--- src/rtl/i2c_unjam_pkg.sv ---
package i2c_unjam_pkg;
  typedef struct packed {
    logic load;    // apply new step levels and restart the step timer
    logic clrErr;  // new run accepted: clear the error flag
    logic sclLvl;  // SCL level for the step being loaded
    logic sdaLvl;  // SDA level for the step being loaded
    logic finish;  // last step elapsed: sample SDA, release pins
  } unjamStrobe_t;
endpackage

--- src/rtl/i2c_unjam_ctrl.sv ---
module i2c_unjam_ctrl
  import i2c_unjam_pkg::*;
#(
  parameter int PULSES = 9
) (
  input  logic         clk,
  input  logic         rstN,
  input  logic         start,
  input  logic         timerZero,
  output unjamStrobe_t strobe
);
  localparam int NSTEPS = 2 * PULSES + 4;
  localparam int SW     = $clog2(NSTEPS);
  localparam logic [SW-1:0] LAST = SW'(NSTEPS - 1);

  logic          running;
  logic [SW-1:0] stepIdx;
  logic [SW-1:0] nextIdx;

  function automatic logic [1:0] stepLevels(input logic [SW-1:0] idx);
    logic [1:0] lv;
    if (int'(idx) < 2 * PULSES) begin
      lv = {~idx[0], 1'b1};
    end else begin
      case (int'(idx) - 2 * PULSES)
        0:       lv = 2'b01;
        1:       lv = 2'b00;
        2:       lv = 2'b10;
        default: lv = 2'b11;
      endcase
    end
    return lv;
  endfunction

  always_comb begin
    strobe  = '0;
    nextIdx = stepIdx;
    if (!running) begin
      if (start) begin
        nextIdx       = '0;
        strobe.load   = 1'b1;
        strobe.clrErr = 1'b1;
        {strobe.sclLvl, strobe.sdaLvl} = stepLevels('0);
      end
    end else if (timerZero) begin
      if (stepIdx == LAST) begin
        strobe.finish = 1'b1;
      end else begin
        nextIdx     = stepIdx + 1'b1;
        strobe.load = 1'b1;
        {strobe.sclLvl, strobe.sdaLvl} = stepLevels(stepIdx + 1'b1);
      end
    end
  end

  always_ff @(posedge clk or negedge rstN) begin
    if (!rstN) begin
      running <= 1'b0;
      stepIdx <= '0;
    end else begin
      stepIdx <= nextIdx;
      if (strobe.finish)                 running <= 1'b0;
      else if (!running && strobe.load)  running <= 1'b1;
    end
  end

  AST_STEP_ADVANCE: assert property (@(posedge clk) disable iff (!rstN)
    (running && timerZero && stepIdx != LAST) |=> (stepIdx == $past(stepIdx) + 1'b1));

  AST_STEP_BOUND: assert property (@(posedge clk) disable iff (!rstN)
    stepIdx <= LAST);

  AST_RUN_IGNORES_START: assert property (@(posedge clk) disable iff (!rstN)
    (running && !timerZero) |=> (stepIdx == $past(stepIdx)));
endmodule

--- src/rtl/i2c_unjam_dp.sv ---
module i2c_unjam_dp
  import i2c_unjam_pkg::*;
#(
  parameter int HALF_CYCLES = 250
) (
  input  logic         clk,
  input  logic         rstN,
  input  unjamStrobe_t strobe,
  input  logic         sdaIn,
  input  logic         ctlScl,
  input  logic         ctlSda,
  output logic         timerZero,
  output logic         sclLevel,
  output logic         sdaLevel,
  output logic         active,
  output logic         done,
  output logic         busyErr
);
  localparam int TW = (HALF_CYCLES > 1) ? $clog2(HALF_CYCLES) : 1;
  localparam logic [TW-1:0] TLOAD = TW'(HALF_CYCLES - 1);

  logic [TW-1:0] timer;
  logic          ovr;
  logic          sclQ;
  logic          sdaQ;

  assign timerZero = (timer == '0);
  assign sclLevel  = ovr ? sclQ : ctlScl;
  assign sdaLevel  = ovr ? sdaQ : ctlSda;
  assign active    = ovr;

  always_ff @(posedge clk or negedge rstN) begin
    if (!rstN) begin
      timer   <= '0;
      ovr     <= 1'b0;
      sclQ    <= 1'b1;
      sdaQ    <= 1'b1;
      done    <= 1'b0;
      busyErr <= 1'b0;
    end else begin
      done <= 1'b0;
      if (strobe.load) begin
        ovr   <= 1'b1;
        sclQ  <= strobe.sclLvl;
        sdaQ  <= strobe.sdaLvl;
        timer <= TLOAD;
      end else if (!timerZero) begin
        timer <= timer - 1'b1;
      end
      if (strobe.clrErr) busyErr <= 1'b0;
      if (strobe.finish) begin
        ovr     <= 1'b0;
        done    <= 1'b1;
        busyErr <= ~sdaIn;
      end
    end
  end

  AST_DONE_SINGLE: assert property (@(posedge clk) disable iff (!rstN)
    done |=> !done);

  AST_DONE_RELEASED: assert property (@(posedge clk) disable iff (!rstN)
    done |-> !active);

  AST_NO_DUAL_EDGE: assert property (@(posedge clk) disable iff (!rstN)
    (ovr && $past(ovr)) |-> !((sclQ != $past(sclQ)) && (sdaQ != $past(sdaQ))));

  AST_ERR_HOLD: assert property (@(posedge clk) disable iff (!rstN)
    (!done && !$past(strobe.load)) |-> $stable(busyErr));

  AST_TIMER_RANGE: assert property (@(posedge clk) disable iff (!rstN)
    timer <= TLOAD);
endmodule

--- src/rtl/i2c_unjam.sv ---
module i2c_unjam
  import i2c_unjam_pkg::*;
#(
  parameter int HALF_CYCLES = 250,
  parameter int PULSES      = 9
) (
  input  logic clk,
  input  logic rstN,
  input  logic start,
  input  logic sdaIn,
  input  logic ctlScl,
  input  logic ctlSda,
  output logic sclLevel,
  output logic sdaLevel,
  output logic active,
  output logic done,
  output logic busyErr
);
  unjamStrobe_t strobe;
  logic         timerZero;

  i2c_unjam_ctrl #(.PULSES(PULSES)) uCtrl (
    .clk(clk), .rstN(rstN), .start(start),
    .timerZero(timerZero), .strobe(strobe)
  );

  i2c_unjam_dp #(.HALF_CYCLES(HALF_CYCLES)) uDp (
    .clk(clk), .rstN(rstN), .strobe(strobe), .sdaIn(sdaIn),
    .ctlScl(ctlScl), .ctlSda(ctlSda), .timerZero(timerZero),
    .sclLevel(sclLevel), .sdaLevel(sdaLevel), .active(active),
    .done(done), .busyErr(busyErr)
  );
endmodule

--- config.mk ---
export PLATFORM = sky130hd
export DESIGN_NAME = i2c_unjam
export DESIGN_NICKNAME = d
export VERILOG_FILES = /design/src/rtl/i2c_unjam_pkg.sv /design/src/rtl/i2c_unjam_ctrl.sv /design/src/rtl/i2c_unjam_dp.sv /design/src/rtl/i2c_unjam.sv
export SDC_FILE = /design/constraint.sdc
export NUM_CORES = 1
export LEC_CHECK = 0
export BUFFER_PORTS_ARGS = -buffer_cell sky130_fd_sc_hd__buf_2
export CORE_ASPECT_RATIO = 1.25
export CORE_MARGIN = 2
export CORE_UTILIZATION = 55
export DETAILED_ROUTE_END_ITERATION = 8
export GPL_TIMING_DRIVEN = 0
export PLACE_DENSITY = 0.75
export RECOVER_POWER = 25
export SYNTH_ARGS = -nofsm -noshare
export SYNTH_HDL_FRONTEND = slang
export SYNTH_HIERARCHICAL = 1
export SYNTH_SLANG_ARGS = --single-unit
--- constraint.sdc ---
create_clock -name clk -period 3 [get_ports clk]
set_input_delay 0.45 -clock clk [delete_from_list [all_inputs] [get_ports clk]]
set_output_delay 0.45 -clock clk [all_outputs]
set_load 0.01 [all_outputs]
# == Word level (Yosys, flattened, before mapping) ==
# Index checks and enable logic that the tools add are counted.
# classes
addsub,3
n_lt_le_gt_ge,1
eq_ne,6
mux,27
bitwise,2
n_reduce_logical,9
# op_table
cell,count
== test 32 x 1 -> 1 bit (second input constant),1
== test 32 x 2 -> 1 bit (second input constant),1
zero test 32 bit,1
2-to-1 mux 5 bit,4
2-to-1 mux 8 bit,2
2-to-1 mux 1 bit,15
zero test 8 bit,1
nonzero test 2 bit,4
subtractor 8 x 1 -> 8 bit (second input constant),1
2-to-1 mux 2 bit,3
one-hot mux 2 bit (3 select lines),1
subtractor 5 x 5 -> 6 bit (second input constant),1
adder 5 x 1 -> 5 bit (second input constant),1
== test 5 bit (second input constant),1
less-than comparator 5 bit (second input constant),1
2-to-1 mux 4 bit,1
inequality test 2 bit (second input constant),2
2-to-1 mux 3 bit,1
AND reduction 3 bit,1
inequality test 2 x 1 -> 1 bit (second input constant),1
NOT 1 bit,2
logical AND 1 bit,1
zero test 1 bit,1
# word_totals
regBits,19
input_bits,6
out_inout_bits,5
word_cells,56

# == Logic depth before layout (Yosys ltp) ==
# depth
ltp_word,9
ltp_mapped,10
ltp_nobuf,9

# == Cells and area by module ==
# Netlist, hierarchy kept.
# modules_own_cells
mod,instances,cells_per_inst,area_per_inst_um2,seq_area_each_um2
i2c_unjam_dp,1,61,640.6,327.8
i2c_unjam_ctrl,1,50,444.2,150.1

# == Worst setup path after synthesis ==
# OpenSTA, ideal clock, no wires.
# synth_timing
path_type,register -> register
startpoint,reg uDp.timer[0]
endpoint,reg uDp.sclQ
arrival_time_ns,2.294
t_required_ns,2.918
path_slack_ns,0.624
stages_incl_launch_ff,10
period_less_slack_ns,2.376
cell_sequence,dfrtp_1 inv_1 ha_1 or4b_1 clkbuf_2 nor2_1 nand2_1 o21ai_1 clkbuf_1 mux2_2
# synth_lines
element,line,rtl
from (decl),i2c_unjam_dp.sv:22,logic [TW-1:0] timer;
from (signal assigned),i2c_unjam_dp.sv:48,timer <= timer - 1'b1;
to (signal assigned),i2c_unjam_dp.sv:44,sclQ <= strobe.sclLvl;
to (decl),i2c_unjam_dp.sv:24,logic sclQ;

==> out/qor.csv <==
stage,metric,value,unit
route,DRC,0,
pwr,Psw,335.9,uW
floorplan,die area,2346,sq um
synth,Yosys cell types,37,
synth,Mean Syn Cell Area,9.773,sq um
finish,"commonest non-fill, non-tap cell in the layout",dfrtp_1,
route,routed length per instance,14.69,um
critical_path,FF-to-FF setup slack,290,ps
critical_path,slowest cell on the critical path,or4b_1,
critical_path,CP startpoint kind,register,
placement,GPL Wtd Cong,0.8165,
finish,"commonest non-fill, non-tap cells in the layout","dfrtp_1 (17), nor2_1 (11), buf_2 (9), o21ai_0 (9)",
critical_path,FF-to-FF Start,uDp/timer[0],
global_route,vias in the first global route,877,
clock_network,CTS tree,built,
critical_path,Worst R2R Path Depth,9,
critical_path,WP data required,3230,ps
route,max layer used,met4,
critical_path,WS Path Type,register to register,
clock_network,CTS Hold Bufs,0,
flow_run,max cap viols,0,
critical_path,CP max stage delay,460,ps
placement,estimated wirelength of the detail-placed design,1602,um
route,drt first-iter violations,13,
finish,P&R area growth vs syn,9.343,%
floorplan,starting density of the core,60.00,%
sta,final hold violation count,0,
sta,Hold WS,279.6,ps
clock_network,Clock Latency Late Sink,290,ps
critical_path,"Arr. time, crit path",2940,ps
critical_path,Most common cell on crit path,clkbuf_2,
finish,fraction of layout cells with a size suffix above 1,18.40,%
route,drt via density,6.153,
sta,Setup Viol. Count Final,0,
sta,Pins Over Slew Limit,0,
sta,Fin Setup TNS,0,ps
critical_path,worst path cell trace,"inv_1, ha_1, or4b_1, clkbuf_2, nor2_1, nand2_1, o21ai_1, clkbuf_2, mux2_2",
critical_path,worst r2r dst,uDp/sclQ,
global_route,GRT Residual Overflow,0,
route,final WL,2115,um
worst_hold_path,HP Class,input port to async pin,
route,met1 wire length,913,um
route,drt first pass iters,4,
synth,Syn Std Cell Area,1085,sq um
pwr,Pwr Density,741.6,nW/um^2
sta,Slew headroom,35.30,%
synth,"Async S/R FF share, synth",100.0,%
pwr,Max VDD drop,0.5164,mV
floorplan,IO Pins,11,
synth,syn_nets,123,
sta,worst-margin pin slew,970.5,ps
clock_network,Worst-path clk slew,110,ps
global_route,initial antenna violation count,0,
placement,PortBufs,10,
floorplan,Die Ht,53.66,um
sta,RSZ-0062 raised after global routing,no,
pwr,Internal,543.7,uW
floorplan,core area,1808,sq um
pwr,combinational group share of total power,37.7,%
pwr,Clock power frac,14.2,%
clock_network,Max clock buf depth,2,
synth,register area share after synthesis,44.06,%
critical_path,"Max FO, Critical Path",8,
route,Antenna Nets Post-Route,0,
pwr,sw frac,38.19,%
synth,post-synthesis cell count,111,
sta,FMAX,369.5,MHz
finish,ANT cells,0,
clock_network,"Setup Fix Bufs, Post-CTS",0,
sta,Tcrit/Tclk final,90.21,%
route,routed wl met2,1124,um
finish,nets,138,
sta,Final Skew,8.484,ps
synth,Post-synth EDFFs,0,
outcome,status,"finished, final reports clean",
pwr,Lkg Pwr,0.0005206,uW
clock_network,clock sink count,19,
floorplan,die width,43.72,um
floorplan,Std-Cell Rows,17,
global_route,pin count of the biggest net entering global routing,20,
route,DR vias,886,
pwr,share of power burned in registers,48.1,%
synth,Synth Warn #,6,
sta,min Tclk post-route,2706,ps
global_route,first-pass GRT wire length,3808,um
clock_network,clk root buf,clkbuf_4,
clock_network,CTS buffer count,3,
clock_network,H-tree level count,1,
critical_path,Worst setup EP type,register,
global_route,GRT Total Usage,21.88,%
route,routed wl met3,39,um
synth,dominant synthesized flop cell,dfrtp_1,
synth,#FFs+latches synth,19,
layout make-up:
type	count	area (sq um)
Fill cell	165	621.8
Inverter	8	30.03
Tap cell	19	23.77
Buffer	3	13.76
Clock buffer	3	22.52
Sequential cell	19	478.0
Timing Repair Buffer	10	48.80
Clock inverter	1	5.005
Multi-Input combinational cell	81	564.3
worst max-delay path by stage:
stage,endpoint,startpoint,slack (ps)
after floorplan,uDp/sclQ,uDp/timer[0],620
after global placement,uDp/sdaQ,uDp/timer[0],280
after detailed placement,uDp/sclQ,uDp/timer[0],210
after CTS,uDp/sclQ,uDp/timer[0],200
after global routing,uDp/sclQ,uDp/timer[1],80
final,uDp/sclQ,uDp/timer[0],290
metrics by stage:
step / instances / util (%) / instance area [sq um] / setup slack, ps / total power, uW
global placement: 140 / 64.08 / 1159 / 284.3 / 735.7
CTS: 144 / 65.61 / 1186 / 197.1 / 887.4
global route: 144 / 65.61 / 1186 / 84.04 / 963.0
floorplan: 111 / - / 1085 / 623.6 / 668.6
finish: 144 / 65.61 / 1186 / 293.7 / 879.7
detailed placement: 140 / 64.08 / 1159 / 214.2 / 756.4
synth_stat cells (2+ instances only):
| master | count | share of area, % |
|---|---|---|
| nor2_1 | 11 | 3.8 |
| o31ai_1 | 2 | 1.4 |
| o211ai_1 | 2 | 1.4 |
| clkbuf_1 | 2 | 0.69 |
| nor4_1 | 2 | 1.2 |
| or4b_1 | 2 | 1.8 |
| nor3_1 | 2 | 0.92 |
| mux2_2 | 5 | 5.2 |
| xor2_1 | 2 | 1.6 |
| or3_1 | 2 | 1.2 |
| nand2_1 | 3 | 1.0 |
| a21oi_1 | 3 | 1.4 |
| dfstp_2 | 2 | 4.8 |
| inv_1 | 8 | 2.8 |
| mux2i_1 | 2 | 1.8 |
| nand2b_1 | 3 | 1.7 |
| dfrtp_1 | 17 | 39 |
| or4_1 | 2 | 1.4 |
| ha_1 | 6 | 6.9 |
| o21ai_0 | 9 | 4.2 |
| nand3_1 | 8 | 3.7 |
registers in the layout, indices dropped and copies added (netlist names):
name           cells
uDp/sclQ           1
uCtrl/running      1
uDp/sdaQ           1
uDp/active         1
uDp/busyErr        1
uDp/done           1
uDp/timer          8
uCtrl/stepIdx      5
layer usage:
metal  vias to the layer above  track usage (%)
met2                        18            37.99
met1                       425            26.92
met3                         6            3.020
met4                         0            9.596
li1                        437                -
met5                         -                0
cells by family (layout without fill, tap and decap cells):
group / after synthesis / count (layout) / share of synthesized area, %
xor gates and xnor gates: 3 / 3 / 2.423
muxes: 7 / 7 / 7.035
AOI/OAI and AO/OA: 25 / 25 / 15.22
buffers and inverters: 11 / 25 / 3.921
adders and majority gates: 6 / 6 / 6.920
and+or+nand+nor: 40 / 40 / 20.42
DFF: 19 / 19 / 44.06
power groups by stage:
stage | sequential (uW) | clock, uW | combinational (uW)
detailed placement | 425 | 0 | 332
floorplan | 400 | 0 | 268
global route | 437 | 142 | 384
finish | 423 | 125 | 332
CTS | 422 | 132 | 334
global placement | 418 | 0 | 318
worst max-delay path: cells and delay by family, from the launching register on:
kind	cells	cell delay [ps]
simple gates	3	760
mux	1	360
compound gates	1	290
flops	1	440
buf+inv	3	550
fa+ha+maj	1	250
repair_timing:
action,4_1_cts,5_1_grt
gates resized for setup,0,2
hold endpoints to repair,0,0
setup endpoints to repair,0,5
(Power assumes the default switching activity.)
